`config.mk`:
```
export PLATFORM = sky130hd
export DESIGN_NAME = hexrec_parser
export DESIGN_NICKNAME = d
export VERILOG_FILES = /design/src/rtl/hexrec_pkg.sv /design/src/rtl/hexrec_nib_pair.sv /design/src/rtl/hexrec_sum.sv /design/src/rtl/hexrec_parser.sv
export SDC_FILE = /design/constraint.sdc
export NUM_CORES = 1
export LEC_CHECK = 0
export BUFFER_PORTS_ARGS = -buffer_cell sky130_fd_sc_hd__buf_2
export CORE_MARGIN = 1.5
export CORE_UTILIZATION = 56
export DETAILED_ROUTE_END_ITERATION = 12
export MAX_ROUTING_LAYER = met4
export PLACE_DENSITY = 0.77
export SLEW_MARGIN = 25
export SYNTH_ARGS = -nofsm -noshare
export SYNTH_HDL_FRONTEND = slang
export SYNTH_HIERARCHICAL = 1
export SYNTH_SLANG_ARGS = --single-unit
```
`constraint.sdc`:
```
create_clock -name clk_i -period 2.9 [get_ports clk_i]
set_input_delay 0.435 -clock clk_i [delete_from_list [all_inputs] [get_ports clk_i]]
set_output_delay 0.435 -clock clk_i [all_outputs]
set_load 0.01 [all_outputs]
```
`src/rtl/hexrec_pkg.sv`:
```
package hexrec_pkg;
  localparam logic [7:0] CH_SEMI = 8'h3B;
  localparam logic [7:0] CH_CR   = 8'h0D;
  localparam logic [7:0] CH_LF   = 8'h0A;
  localparam logic [7:0] CH_NUL  = 8'h00;
  localparam logic [7:0] CH_XOFF = 8'h13;

  typedef enum logic [3:0] {
    ST_IDLE, ST_CNT, ST_AHI, ST_ALO, ST_DATA, ST_CKH, ST_CKL, ST_CR, ST_LF, ST_NUL
  } st_e;

  // {ok, nibble}
  function automatic logic [4:0] hex_decode(input logic [7:0] c);
    if (c >= 8'h30 && c <= 8'h39)      hex_decode = {1'b1, c[3:0]};
    else if (c >= 8'h41 && c <= 8'h46) hex_decode = {1'b1, c[3:0] + 4'd9};
    else if (c >= 8'h61 && c <= 8'h66) hex_decode = {1'b1, c[3:0] + 4'd9};
    else                               hex_decode = 5'd0;
  endfunction
endpackage

```
`src/rtl/hexrec_nib_pair.sv`:
```
module hexrec_nib_pair (
  input  logic       clk_i,
  input  logic       rst_ni,
  input  logic       clear_i,
  input  logic       nib_vld_i,
  input  logic [3:0] nib_i,
  output logic       byte_vld_o,
  output logic [7:0] byte_o
);
  logic       have_hi_q;
  logic [3:0] hi_q;

  always_ff @(posedge clk_i or negedge rst_ni) begin
    if (!rst_ni) begin
      have_hi_q <= 1'b0;
      hi_q      <= '0;
    end else if (clear_i) begin
      have_hi_q <= 1'b0;
    end else if (nib_vld_i) begin
      have_hi_q <= !have_hi_q;
      if (!have_hi_q) hi_q <= nib_i;
    end
  end

  assign byte_vld_o = nib_vld_i && have_hi_q && !clear_i;
  assign byte_o     = {hi_q, nib_i};
endmodule

```
`src/rtl/hexrec_sum.sv`:
```
module hexrec_sum #(
  parameter int SUM_W = 16
) (
  input  logic             clk_i,
  input  logic             rst_ni,
  input  logic             clear_i,
  input  logic             add_i,
  input  logic [7:0]       byte_i,
  output logic [SUM_W-1:0] sum_o
);
  always_ff @(posedge clk_i or negedge rst_ni) begin
    if (!rst_ni)      sum_o <= '0;
    else if (clear_i) sum_o <= '0;
    else if (add_i)   sum_o <= sum_o + SUM_W'(byte_i);
  end
endmodule

```
`src/rtl/hexrec_parser.sv`:
```
module hexrec_parser #(
  parameter int MAX_CNT = 24,
  parameter int NUL_LEN = 6,
  parameter int SUM_W   = 16
) (
  input  logic        clk_i,
  input  logic        rst_ni,
  input  logic        char_valid_i,
  input  logic [7:0]  char_data_i,
  output logic        char_ready_o,
  output logic        wr_en_o,
  output logic [15:0] wr_addr_o,
  output logic [7:0]  wr_data_o,
  output logic        done_o,
  output logic        cksum_err_o,
  output logic        fmt_err_o,
  output logic        seq_err_o,
  output logic        count_err_o
);
  import hexrec_pkg::*;

  localparam int ADDR_W = 16;
  localparam int NUL_W  = $clog2(NUL_LEN + 1);

  st_e               st_q;
  logic [7:0]        cnt_q, rem_q, ck_hi_q;
  logic [ADDR_W-1:0] addr_q, start_q, next_q, rec_cnt_q;
  logic [NUL_W-1:0]  nul_q;
  logic              ck_ok_q, have_prev_q, final_q;

  logic       acc, is_semi, hex_ok, in_hex, nib_vld, byte_vld;
  logic [3:0] nib;
  logic [7:0] byte_v;
  logic [SUM_W-1:0] sum;

  assign char_ready_o = rst_ni;
  assign acc     = char_valid_i && char_ready_o;
  assign is_semi = char_data_i == CH_SEMI;
  assign {hex_ok, nib} = hex_decode(char_data_i);
  assign in_hex  = st_q inside {ST_CNT, ST_AHI, ST_ALO, ST_DATA, ST_CKH, ST_CKL};
  assign nib_vld = acc && in_hex && hex_ok;

  hexrec_nib_pair u_pair (
    .clk_i, .rst_ni,
    .clear_i   (acc && is_semi),
    .nib_vld_i (nib_vld),
    .nib_i     (nib),
    .byte_vld_o(byte_vld),
    .byte_o    (byte_v)
  );

  hexrec_sum #(.SUM_W(SUM_W)) u_sum (
    .clk_i, .rst_ni,
    .clear_i(acc && is_semi),
    .add_i  (byte_vld && !(st_q inside {ST_CKH, ST_CKL})),
    .byte_i (byte_v),
    .sum_o  (sum)
  );

  always_ff @(posedge clk_i or negedge rst_ni) begin
    if (!rst_ni) begin
      st_q <= ST_IDLE;
      cnt_q <= '0; rem_q <= '0; ck_hi_q <= '0;
      addr_q <= '0; start_q <= '0; next_q <= '0; rec_cnt_q <= '0;
      nul_q <= '0; ck_ok_q <= 1'b0; have_prev_q <= 1'b0; final_q <= 1'b0;
      wr_en_o <= 1'b0; wr_addr_o <= '0; wr_data_o <= '0;
      done_o <= 1'b0; cksum_err_o <= 1'b0; fmt_err_o <= 1'b0;
      seq_err_o <= 1'b0; count_err_o <= 1'b0;
    end else begin
      wr_en_o <= 1'b0; done_o <= 1'b0; cksum_err_o <= 1'b0;
      fmt_err_o <= 1'b0; seq_err_o <= 1'b0; count_err_o <= 1'b0;
      if (acc) begin
        if (is_semi) begin
          if (st_q != ST_IDLE) fmt_err_o <= 1'b1;
          st_q <= ST_CNT;
        end else begin
          unique case (st_q)
            ST_IDLE: if (char_data_i == CH_XOFF && final_q) begin
              done_o <= 1'b1;
              final_q <= 1'b0;
              rec_cnt_q <= '0;
              have_prev_q <= 1'b0;
            end
            ST_CR: if (char_data_i == CH_CR) st_q <= ST_LF;
                   else begin fmt_err_o <= 1'b1; st_q <= ST_IDLE; end
            ST_LF: if (char_data_i == CH_LF) begin st_q <= ST_NUL; nul_q <= '0; end
                   else begin fmt_err_o <= 1'b1; st_q <= ST_IDLE; end
            ST_NUL: if (char_data_i != CH_NUL) begin
              fmt_err_o <= 1'b1; st_q <= ST_IDLE;
            end else if (nul_q != NUL_W'(NUL_LEN - 1)) begin
              nul_q <= nul_q + 1'b1;
            end else begin
              st_q <= ST_IDLE;
              if (!ck_ok_q) cksum_err_o <= 1'b1;
              if (cnt_q == 8'd0) begin
                if (start_q != rec_cnt_q) count_err_o <= 1'b1;
                else if (ck_ok_q) final_q <= 1'b1;
              end else if (ck_ok_q) begin
                if (have_prev_q && start_q != next_q) seq_err_o <= 1'b1;
                else begin
                  rec_cnt_q <= rec_cnt_q + 1'b1;
                  next_q <= addr_q;
                  have_prev_q <= 1'b1;
                end
              end
            end
            default: if (!hex_ok) begin
              fmt_err_o <= 1'b1; st_q <= ST_IDLE;
            end else if (byte_vld) begin
              unique case (st_q)
                ST_CNT: begin
                  cnt_q <= byte_v;
                  if (byte_v > 8'(MAX_CNT)) begin fmt_err_o <= 1'b1; st_q <= ST_IDLE; end
                  else st_q <= ST_AHI;
                end
                ST_AHI: begin addr_q[15:8] <= byte_v; st_q <= ST_ALO; end
                ST_ALO: begin
                  addr_q[7:0] <= byte_v;
                  start_q <= {addr_q[15:8], byte_v};
                  rem_q <= cnt_q;
                  st_q <= (cnt_q == 8'd0) ? ST_CKH : ST_DATA;
                end
                ST_DATA: begin
                  wr_en_o <= 1'b1; wr_addr_o <= addr_q; wr_data_o <= byte_v;
                  addr_q <= addr_q + 1'b1;
                  rem_q <= rem_q - 1'b1;
                  if (rem_q == 8'd1) st_q <= ST_CKH;
                end
                ST_CKH: begin ck_hi_q <= byte_v; st_q <= ST_CKL; end
                ST_CKL: begin ck_ok_q <= ({ck_hi_q, byte_v} == 16'(sum)); st_q <= ST_CR; end
                default: st_q <= ST_IDLE;
              endcase
            end
          endcase
        end
      end
    end
  end
endmodule

```
==> flow_summary.yaml, run 1 <==
layout:
  multi_input_area_sq_um: 4420
  drive_above_1_share: 0.286
  fin_nets: 934
  nFillCells: 1095
  antennaDiodeCount: 0
  synthToLayoutAreaGrowth_pct: 18.5
  fin_cells: 1101
  register_area_sq_um: 3730
critical_path:
  slowest_delay_ns: 0.36
  path_cells: "buf_2 > inv_12 > ha_4 > or3b_1 > o211a_1 > a22o_1 > buf_4 > ha_4 > a211oi_2 > o21ai_2 > buf_4 > o21bai_1 > xor2_1 > a211oi_1"
  crit_type: "in2reg"
  cp-end-kind: "flop"
  critPathLaunch: "char_data_i[1]"
  start_kind: "input port"
  crit-reg2reg-launch: "st_q[2]"
  crit_arrival_ns: 3.10
  crit_path_top_delay_cell: "or3b_1"
  critical-path-top-delay-family: "compound AO/OA/AOI/OAI gates"
  rrSetupSlack_ns: 0.20
  endpoint: "u_sum/sum_o[7]"
  path_buf_inv: 4
  path_depth: 14
  r2r-end: "rem_q[6]"
  rr_worst_depth: 10
  critPathMaxFanout: 4
  required_ns: 3.23
placement:
  gp_congestion: 0.935
  numPortBuffers: 41
  dp_cells: 1069
  pre_cts_ws_ns: -0.310
  dp_hpwl_mm: 14.8
floorplanning:
  core_sq_um: 14500
  die_w_um: 125
  die_y_um: 125
  io_pins: 42
  start_util: 0.575
  rows: 44
  die-area_sq_um: 15700
status:
  status: "completed"
clock_tree:
  cts_buffer_depth: 2
  root_buffer: "clkbuf_16"
  clock_latency_ns: 0.43
  cts_tree: "yes"
  postCtsSetupRepairBufs: 0
  clkSinkCount: 149
  clkTransAtPathRegs_ns: 0.06
  htree_levels: 4
  cts-buffers-inserted: 17
sta:
  slew_headroom: 0.436
  timing.final.ws_setup_ns: 0.131
  tightest_slew_ns: 0.846
  setup_violations: 0
  fmax_mhz: 361
  final_hold_viol_count: 0
  totalNegativeSetupSlack_ns: 0
  grt_setup_unrepaired: "false"
  min_period_ns: 2.77
  slew_viol_final: 0
  finalClockSkew_ns: 0.00976
  hold_ws_ns: 0.0862
  finalCritPeriodShare: 0.955
global_route:
  grt_pass1_wl_mm: 35.8
  grt_overflow: 0
  track_usage: 0.297
  antenna_found_initial: 0
  grt_pass1_vias: 6830
  grt_max_degree: 152
yosys:
  synth.distinct_cells: 72
  syn_area_per_cell_sq_um: 10.2
  syn-num-nets: 848
  yosysWarnings: 6
  syn_inst: 818
  synth_area_sq_um: 8350
  ys_ff_latch: 149
  synth-seq-area-share: 0.446
  async_flop_share: 1.00
  synth_edf_count: 0
  synth-main-ff-cell: "dfrtp_1"
power_and_ir_drop:
  power_density_nw_per_um2: 474
  leakage_nw: 4.60
  p_total_w: 0.00469
  ir_worst_vdd_mv: 0.416
flow_run:
  maxCapViolCount: 0
routing:
  wl_met3_mm: 1.31
  routed_wl_mm: 22.0
  highest_layer: "met4"
  drt_iter0_drc: 841
  met1_length_mm: 9.56
  avgViaCountPerCell: 6.31
  wl_per_cell_um: 20.0
  drt-pass1-iter-count: 7
  wl_met2_mm: 10.5
  postRouteAntennaNets: 0
  drcViolationCount: 0
  dr_total_vias: 6947
min_path:
  hp-class: "in2async"
==> where the power goes <==
part,internal (W),switching (W)
Clock,0.00129,0.000948
Sequential,0.00210,0.0000413
Combinational,0.000121,0.000188
Total,0.00351,0.00118
==> cells in the mapped netlist (all sizes together) (13+ instances only) <==
cell type,instances,area share
ha,18,0.027
nand2,59,0.027
nor2,51,0.023
nor3,13,0.0084
nand3,24,0.015
xor2,21,0.022
nor4,18,0.018
o21ai,53,0.032
buf,23,0.015
clkbuf,22,0.0099
mux2,81,0.11
nand4,17,0.013
a21oi,51,0.031
dfrtp,149,0.45
inv,25,0.011
xnor2,37,0.039
==> routing by layer <==
layer,up-vias,GRT usage
li1,3169,-
met1,3429,0.393
met2,294,0.457
met3,55,0.0526
met4,0,0.116
met5,-,-
==> final cells by class <==
cell class                      instances  share of cell area
Clock buffer                           17              0.0430
Inverter                               25              0.0113
Tap cell                              184              0.0233
Multi-Input combinational cell        599               0.446
Sequential cell                       149               0.377
Timing Repair Buffer                  112              0.0828
Clock inverter                         15              0.0169
==> registers in the layout, indices dropped and copies added, names as in the netlist, 3 cells and up <==
register and cells:
cnt_q 8, u_sum/sum_o 16, next_q 16, rec_cnt_q 16, addr_q 16, u_pair/hi_q 4, start_q 16, rem_q 8
wr_addr_o 16, nul_q 3, ck_hi_q 8, wr_data_o 8, st_q 4
==> logic make-up (layout without fill, tap and decap cells) <==
family,count (synthesis),count (layout),share of synthesized area
AOI/OAI and AO/OA,189,189,0.149
xor gates and xnor gates,58,58,0.0608
adders and majority gates,19,19,0.0294
buffers and inverters,70,169,0.0360
DFF,149,149,0.446
muxes,86,86,0.115
and+or+nand+nor,247,247,0.163
==> through the flow <==
| step | instance area, sq um | utilization |
|---|---|---|
| finish | 9900 | 0.681 |
| global route | 9900 | 0.681 |
| CTS | 9880 | 0.679 |
| detailed placement | 9280 | 0.639 |
| global placement | 9280 | 0.639 |
| floorplan | 8440 | - |
==> repair_timing <==
item                                    CTS  global route
resized for setup                         0             7
hold buffers                              0             0
endpoints found under the setup margin    0             8
==> worst register-to-register path: cells and delay by family, from the launching register on <==
| kind | cells | cell delay [ns] |
|---|---|---|
| flip-flops | 1 | 0.52 |
| AND/OR/NAND/NOR | 5 | 1.35 |
| AO/OA/AOI/OAI | 4 | 0.56 |
| buffers and inverters | 1 | 0.13 |
==> worst min path at each step <==
stage,start,to,cells past startpoint
global route,rst_ni,nul_q[2],2
global placement,wr_addr_o[9],wr_addr_o[9],1
detailed placement,wr_addr_o[15],wr_addr_o[15],1
floorplan,rst_ni,addr_q[0],0
CTS,rst_ni,u_sum/sum_o[1],2
finish,rst_ni,nul_q[2],2
==> layout by cell type, fill, tap and decap left out, types with 8 or more instances in the layout <==
master and instances:
xor2_1 21, nand2b_1 8, nand2_1 59, inv_1 23
o211ai_1 9, and3_1 10, ha_1 14, buf_2 40
nor3_1 10, clkbuf_16 17, a21oi_1 49, or3_1 8
dfrtp_1 149, nand4_1 17, xnor2_1 37, a31oi_1 9
nor4_1 14, o21ai_0 49, nor2_1 49, buf_4 65
mux2_2 81, nand3_1 23
Note: power is estimated with default switching activity, not from simulation.
==> inputs of run 2 (changes only) <==
==> constraint.sdc (replaced) <==
create_clock -name clk_i -period 2.9 [get_ports clk_i]
set_input_delay 0.145 -clock clk_i [delete_from_list [all_inputs] [get_ports clk_i]]
set_output_delay 0.145 -clock clk_i [all_outputs]
set_load 0.01 [all_outputs]
==> flow_summary.yaml, run 2 (synthesis results as in run 1) <==
placement:
  dp_cells: 1048
  dp_hpwl_mm: 15.0
  numPortBuffers: 41
  gp_congestion: 0.913
  dpl_cell_area_sq_um: 9010
critical_path:
  crit-reg2reg-launch: "st_q[1]"
  crit_top_cell: "o21ai_0"
  crit_path_top_delay_cell: "or4_1"
  rr_worst_depth: 6
  slowest_delay_ns: 0.59
  critPathMaxFanout: 9
  path_cells: "or4_1 > nor4_1 > o21ai_0 > a21o_1 > o21ai_0 > o41ai_2"
  cp-end-kind: "flop"
  start_kind: "flop"
  critPathLaunch: "st_q[1]"
  required_ns: 3.20
  crit_arrival_ns: 2.95
  crit_type: "reg2reg"
routing:
  drcViolationCount: 0
  drt-pass1-iter-count: 5
  dr_total_vias: 6916
  wl_per_cell_um: 20.0
  postRouteAntennaNets: 0
  routed_wl_mm: 21.6
  avgViaCountPerCell: 6.40
  drt_iter0_drc: 654
clock_tree:
  clock_latency_ns: 0.43
  htree_levels: 4
  clkSinkCount: 149
  cts_hold_buf: 1
  root_buffer: "clkbuf_16"
  cts-resized-gates: 0
  cts_tree: "yes"
  postCtsSetupRepairBufs: 0
  cts_buffer_depth: 2
  clkTransAtPathRegs_ns: 0.07
  cts-buffers-inserted: 17
layout:
  fin_cells: 1081
  antennaDiodeCount: 0
  fin_nets: 915
  post-route-util: 0.662
  design_area_sq_um: 9620
  drive_above_1_share: 0.254
  final_common_cell: "dfrtp_1"
  final_cell_mix: "dfrtp_1, mux2_2, nand2_1"
  synthToLayoutAreaGrowth_pct: 15.1
min_path:
  min_from: "char_valid_i"
  min_path_cells: 3
  hp-class: "in2reg"
sta:
  slew_viol_final: 0
  fmax_mhz: 378
  finalClockSkew_ns: 0.0114
  min_period_ns: 2.65
  hold_ws_ns: 0.101
  finalCritPeriodShare: 0.913
  slew_headroom: 0.464
  grt_setup_unrepaired: "false"
  final_hold_viol_count: 0
  setup_violations: 0
  tightest_slew_ns: 0.795
global_route:
  track_usage: 0.295
  grt_max_degree: 73
  grt_overflow: 0
  grt_pass1_wl_mm: 35.8
  antenna_found_initial: 0
  grt_pass1_vias: 6976
power_and_ir_drop:
  ir_worst_vdd_mv: 0.488
  p_total_w: 0.00457
  power_density_nw_per_um2: 475
  leakage_nw: 4.48
floorplanning:
  io_pins: 42
  rows: 44
  die-area_sq_um: 15700
  core_sq_um: 14500
  die_y_um: 125
  die_w_um: 125
  start_util: 0.575
status:
  status: "completed"
flow_run:
  maxCapViolCount: 0
## run 2: per-stage QoR
step	worst slack, ns	TNS, ns
2_1_floorplan	0.0875	0
3_3_place_gp	0.0241	0
3_5_place_dp	-0.0930	-0.422
4_1_cts	0.302	0
5_1_grt	0.0933	0
6_report	0.253	0
## run 2: cell type report
| type | count | area (sq um) |
|---|---|---|
| Timing Repair Buffer | 93 | 649 |
| Clock inverter | 14 | 145 |
| Multi-Input combinational cell | 599 | 4340 |
| Sequential cell | 149 | 3730 |
| Clock buffer | 17 | 425 |
| Tap cell | 184 | 230 |
| Fill cell | 1125 | 4920 |
| Inverter | 25 | 93.8 |
## run 2: critical path: cells and delay by family (launching register included)
| kind | cells | cell delay, ns |
|---|---|---|
| AND/OR/NAND/NOR | 2 | 1.01 |
| flip-flops | 1 | 0.46 |
| AO/OA/AOI/OAI | 4 | 1.06 |
## run 2: metal layers
| layer | GRT usage | part of all wire |
|---|---|---|
| met5 | - | 0 |
| met4 | 0.108 | 0.027 |
| met3 | 0.0608 | 0.059 |
| met2 | 0.463 | 0.48 |
| met1 | 0.381 | 0.43 |
## run 2: worst paths after layout
kind / end / slack (ns)
worst max-delay path: rec_cnt_q[9] / 0.25
worst min-delay path: fmt_err_o / 0.10
worst max register to register: rec_cnt_q[9] / 0.25
worst min register to register: wr_data_o[4] / 0.50
max in group asynchronous: ck_hi_q[7] / 1.17
min in group asynchronous: nul_q[0] / 0.11
## run 2: report_power, final
part	switching [W]	internal [W]	leakage, nW
clock network	0.000936	0.00120	0.276
logic	0.000182	0.000109	2.17
registers	0.0000394	0.00210	2.04
total	0.00116	0.00341	4.48
==> inputs of run 3 (changes only) <==
--- a/config.mk
+++ b/config.mk
@@ -6,11 +6,13 @@
 export NUM_CORES = 1
 export LEC_CHECK = 0
 export BUFFER_PORTS_ARGS = -buffer_cell sky130_fd_sc_hd__buf_2
+export CELL_PAD_IN_SITES_DETAIL_PLACEMENT = 1
+export CELL_PAD_IN_SITES_GLOBAL_PLACEMENT = 2
 export CORE_MARGIN = 1.5
-export CORE_UTILIZATION = 56
+export CORE_UTILIZATION = 37
 export DETAILED_ROUTE_END_ITERATION = 12
 export MAX_ROUTING_LAYER = met4
-export PLACE_DENSITY = 0.77
+export PLACE_DENSITY_LB_ADDON = 0.1
 export SLEW_MARGIN = 25
 export SYNTH_ARGS = -nofsm -noshare
 export SYNTH_HDL_FRONTEND = slang
==> flow_summary.yaml, run 3 (synthesis results as in run 1) <==
clock_tree:
  clkTransAtPathRegs_ns: 0.07
  cts_buffer_depth: 2
  root_buffer: "clkbuf_16"
  cts_hold_buf: 1
  clock_latency_ns: 0.43
  cts-buffers-inserted: 17
  postCtsSetupRepairBufs: 0
  cts-resized-gates: 0
  clkSinkCount: 149
  htree_levels: 4
  cts_tree: "yes"
routing:
  wl_met2_mm: 11.7
  drcViolationCount: 1
  dr_total_vias: 6748
  avgViaCountPerCell: 5.68
  postRouteAntennaNets: 0
  highest_layer: "met4"
  met1_length_mm: 11.8
  wl_met3_um: 584
  routed_wl_mm: 24.5
  wl_per_cell_um: 20.6
  drt_iter0_drc: 289
  drt-pass1-iter-count: 8
critical_path:
  critPathMaxFanout: 5
  crit_path_top_delay_cell: "fa_1"
  critical-path-top-delay-family: "compound AO/OA/AOI/OAI gates"
  path_depth: 16
  crit_arrival_ns: 3.00
  crit_type: "in2reg"
  cp-end-kind: "flop"
  path_cells: "buf_2 > inv_1 > buf_4 > ha_1 > o21bai_1 > a21oi_2 > nand2_1 > o21ai_1 > ha_1 > inv_1 > fa_1 > nand2b_1 > a21oi_1 > o21ai_1 > or3_1 > a21oi_1"
  start_kind: "input port"
  rr_worst_depth: 7
  required_ns: 3.26
  slowest_delay_ns: 0.40
  path_buf_inv: 4
layout:
  nFillCells: 2438
  drive_above_1_share: 0.264
  final_common_cell: "dfrtp_1"
  fin_nets: 924
  synthToLayoutAreaGrowth_pct: 17.8
  antennaDiodeCount: 0
  final_cell_mix: "dfrtp_1, mux2_2, nand2_1"
placement:
  dp_hpwl_mm: 17.5
  numPortBuffers: 41
  gp_congestion: 0.872
global_route:
  grt_max_degree: 152
  grt_pass1_wl_mm: 40.5
  track_usage: 0.225
  grt_overflow: 0
  grt_pass1_vias: 7104
  antenna_found_initial: 0
status:
  status: "finished with violations"
  violations: "design-rule violations"
floorplanning:
  die-area_sq_um: 23500
  start_util: 0.380
  core_sq_um: 22000
  die_y_um: 153
  io_pins: 42
  die_w_um: 153
  rows: 54
sta:
  final_hold_viol_count: 0
  slew_headroom: 0.385
  finalClockSkew_ns: 0.0223
  totalNegativeSetupSlack_ns: 0
  grt_setup_unrepaired: "false"
  min_period_ns: 2.64
  slew_viol_final: 0
  fmax_mhz: 379
  finalCritPeriodShare: 0.909
  setup_violations: 0
  tightest_slew_ns: 0.922
power_and_ir_drop:
  p_total_w: 0.00467
  leakage_nw: 4.54
  power_density_nw_per_um2: 475
  ir_worst_vdd_mv: 0.273
min_path:
  min_path_cells: 3
  hp-class: "in2reg"
flow_run:
  maxCapViolCount: 0
-- run 3: cell types whose count changed in the layout (fill, tap and decap cells not counted), sizes merged --
cell,change
bufinv,-1
buf,+9
clkbuf,+1
inv,+5
clkinvlp,-2
clkinv,-2
-- run 3: final timing paths --
| path | startpoint | to | slack (ns) |
|---|---|---|---|
| min reg2reg | wr_addr_o[14] | wr_addr_o[14] | 0.50 |
| max in group asynchronous | rst_ni | start_q[10] | 1.81 |
| max | char_data_i[1] | u_sum/sum_o[12] | 0.26 |
| max reg2reg | start_q[5] | rec_cnt_q[9] | 0.27 |
| min | char_valid_i | fmt_err_o | 0.12 |
| min in group asynchronous | rst_ni | nul_q[0] | 0.34 |
-- run 3: worst min-delay path: stages --
cell	delay, ns
buf_2	0.11
nand2_1	0.18
a21oi_1	0.06
-- run 3: layout make-up --
cell class,instances,area [sq um],share of cell area
clock buffers,18,439,0.0447
clock inverters,14,153,0.0155
inverters,25,93.8,0.00954
multi-input cells,599,4350,0.442
flip-flops and latches,149,3730,0.379
well taps,280,350,0.0356
repair buffers,102,722,0.0734
-- run 3: where the power goes --
part           switching [W]  total (W)  internal [W]  leakage [nW]
sequential         0.0000423    0.00214       0.00210          2.04
clock                0.00104    0.00223       0.00118         0.294
combinational       0.000191   0.000304      0.000114          2.21
total                0.00128    0.00467       0.00340          4.54
-- run 3: stage by stage --
step	utilization	instance area, sq um	worst slack [ns]	instances	hold WS, ns
6_report	0.448	9840	0.264	1187	0.116
5_1_grt	0.448	9840	0.0697	1187	0.122
4_1_cts	0.448	9840	0.278	1187	0.101
3_5_place_dp	0.421	9230	-0.149	1154	0.358
3_3_place_gp	0.421	9230	-0.0181	1154	0.368
2_1_floorplan	-	8360	0.0875	818	-0.151
-- run 3: per-layer routing --
metal	GRT usage	vias up
met5	-	-
met4	0.0490	0
met3	0.0346	26
met2	0.365	104
met1	0.299	3468
li1	-	3150
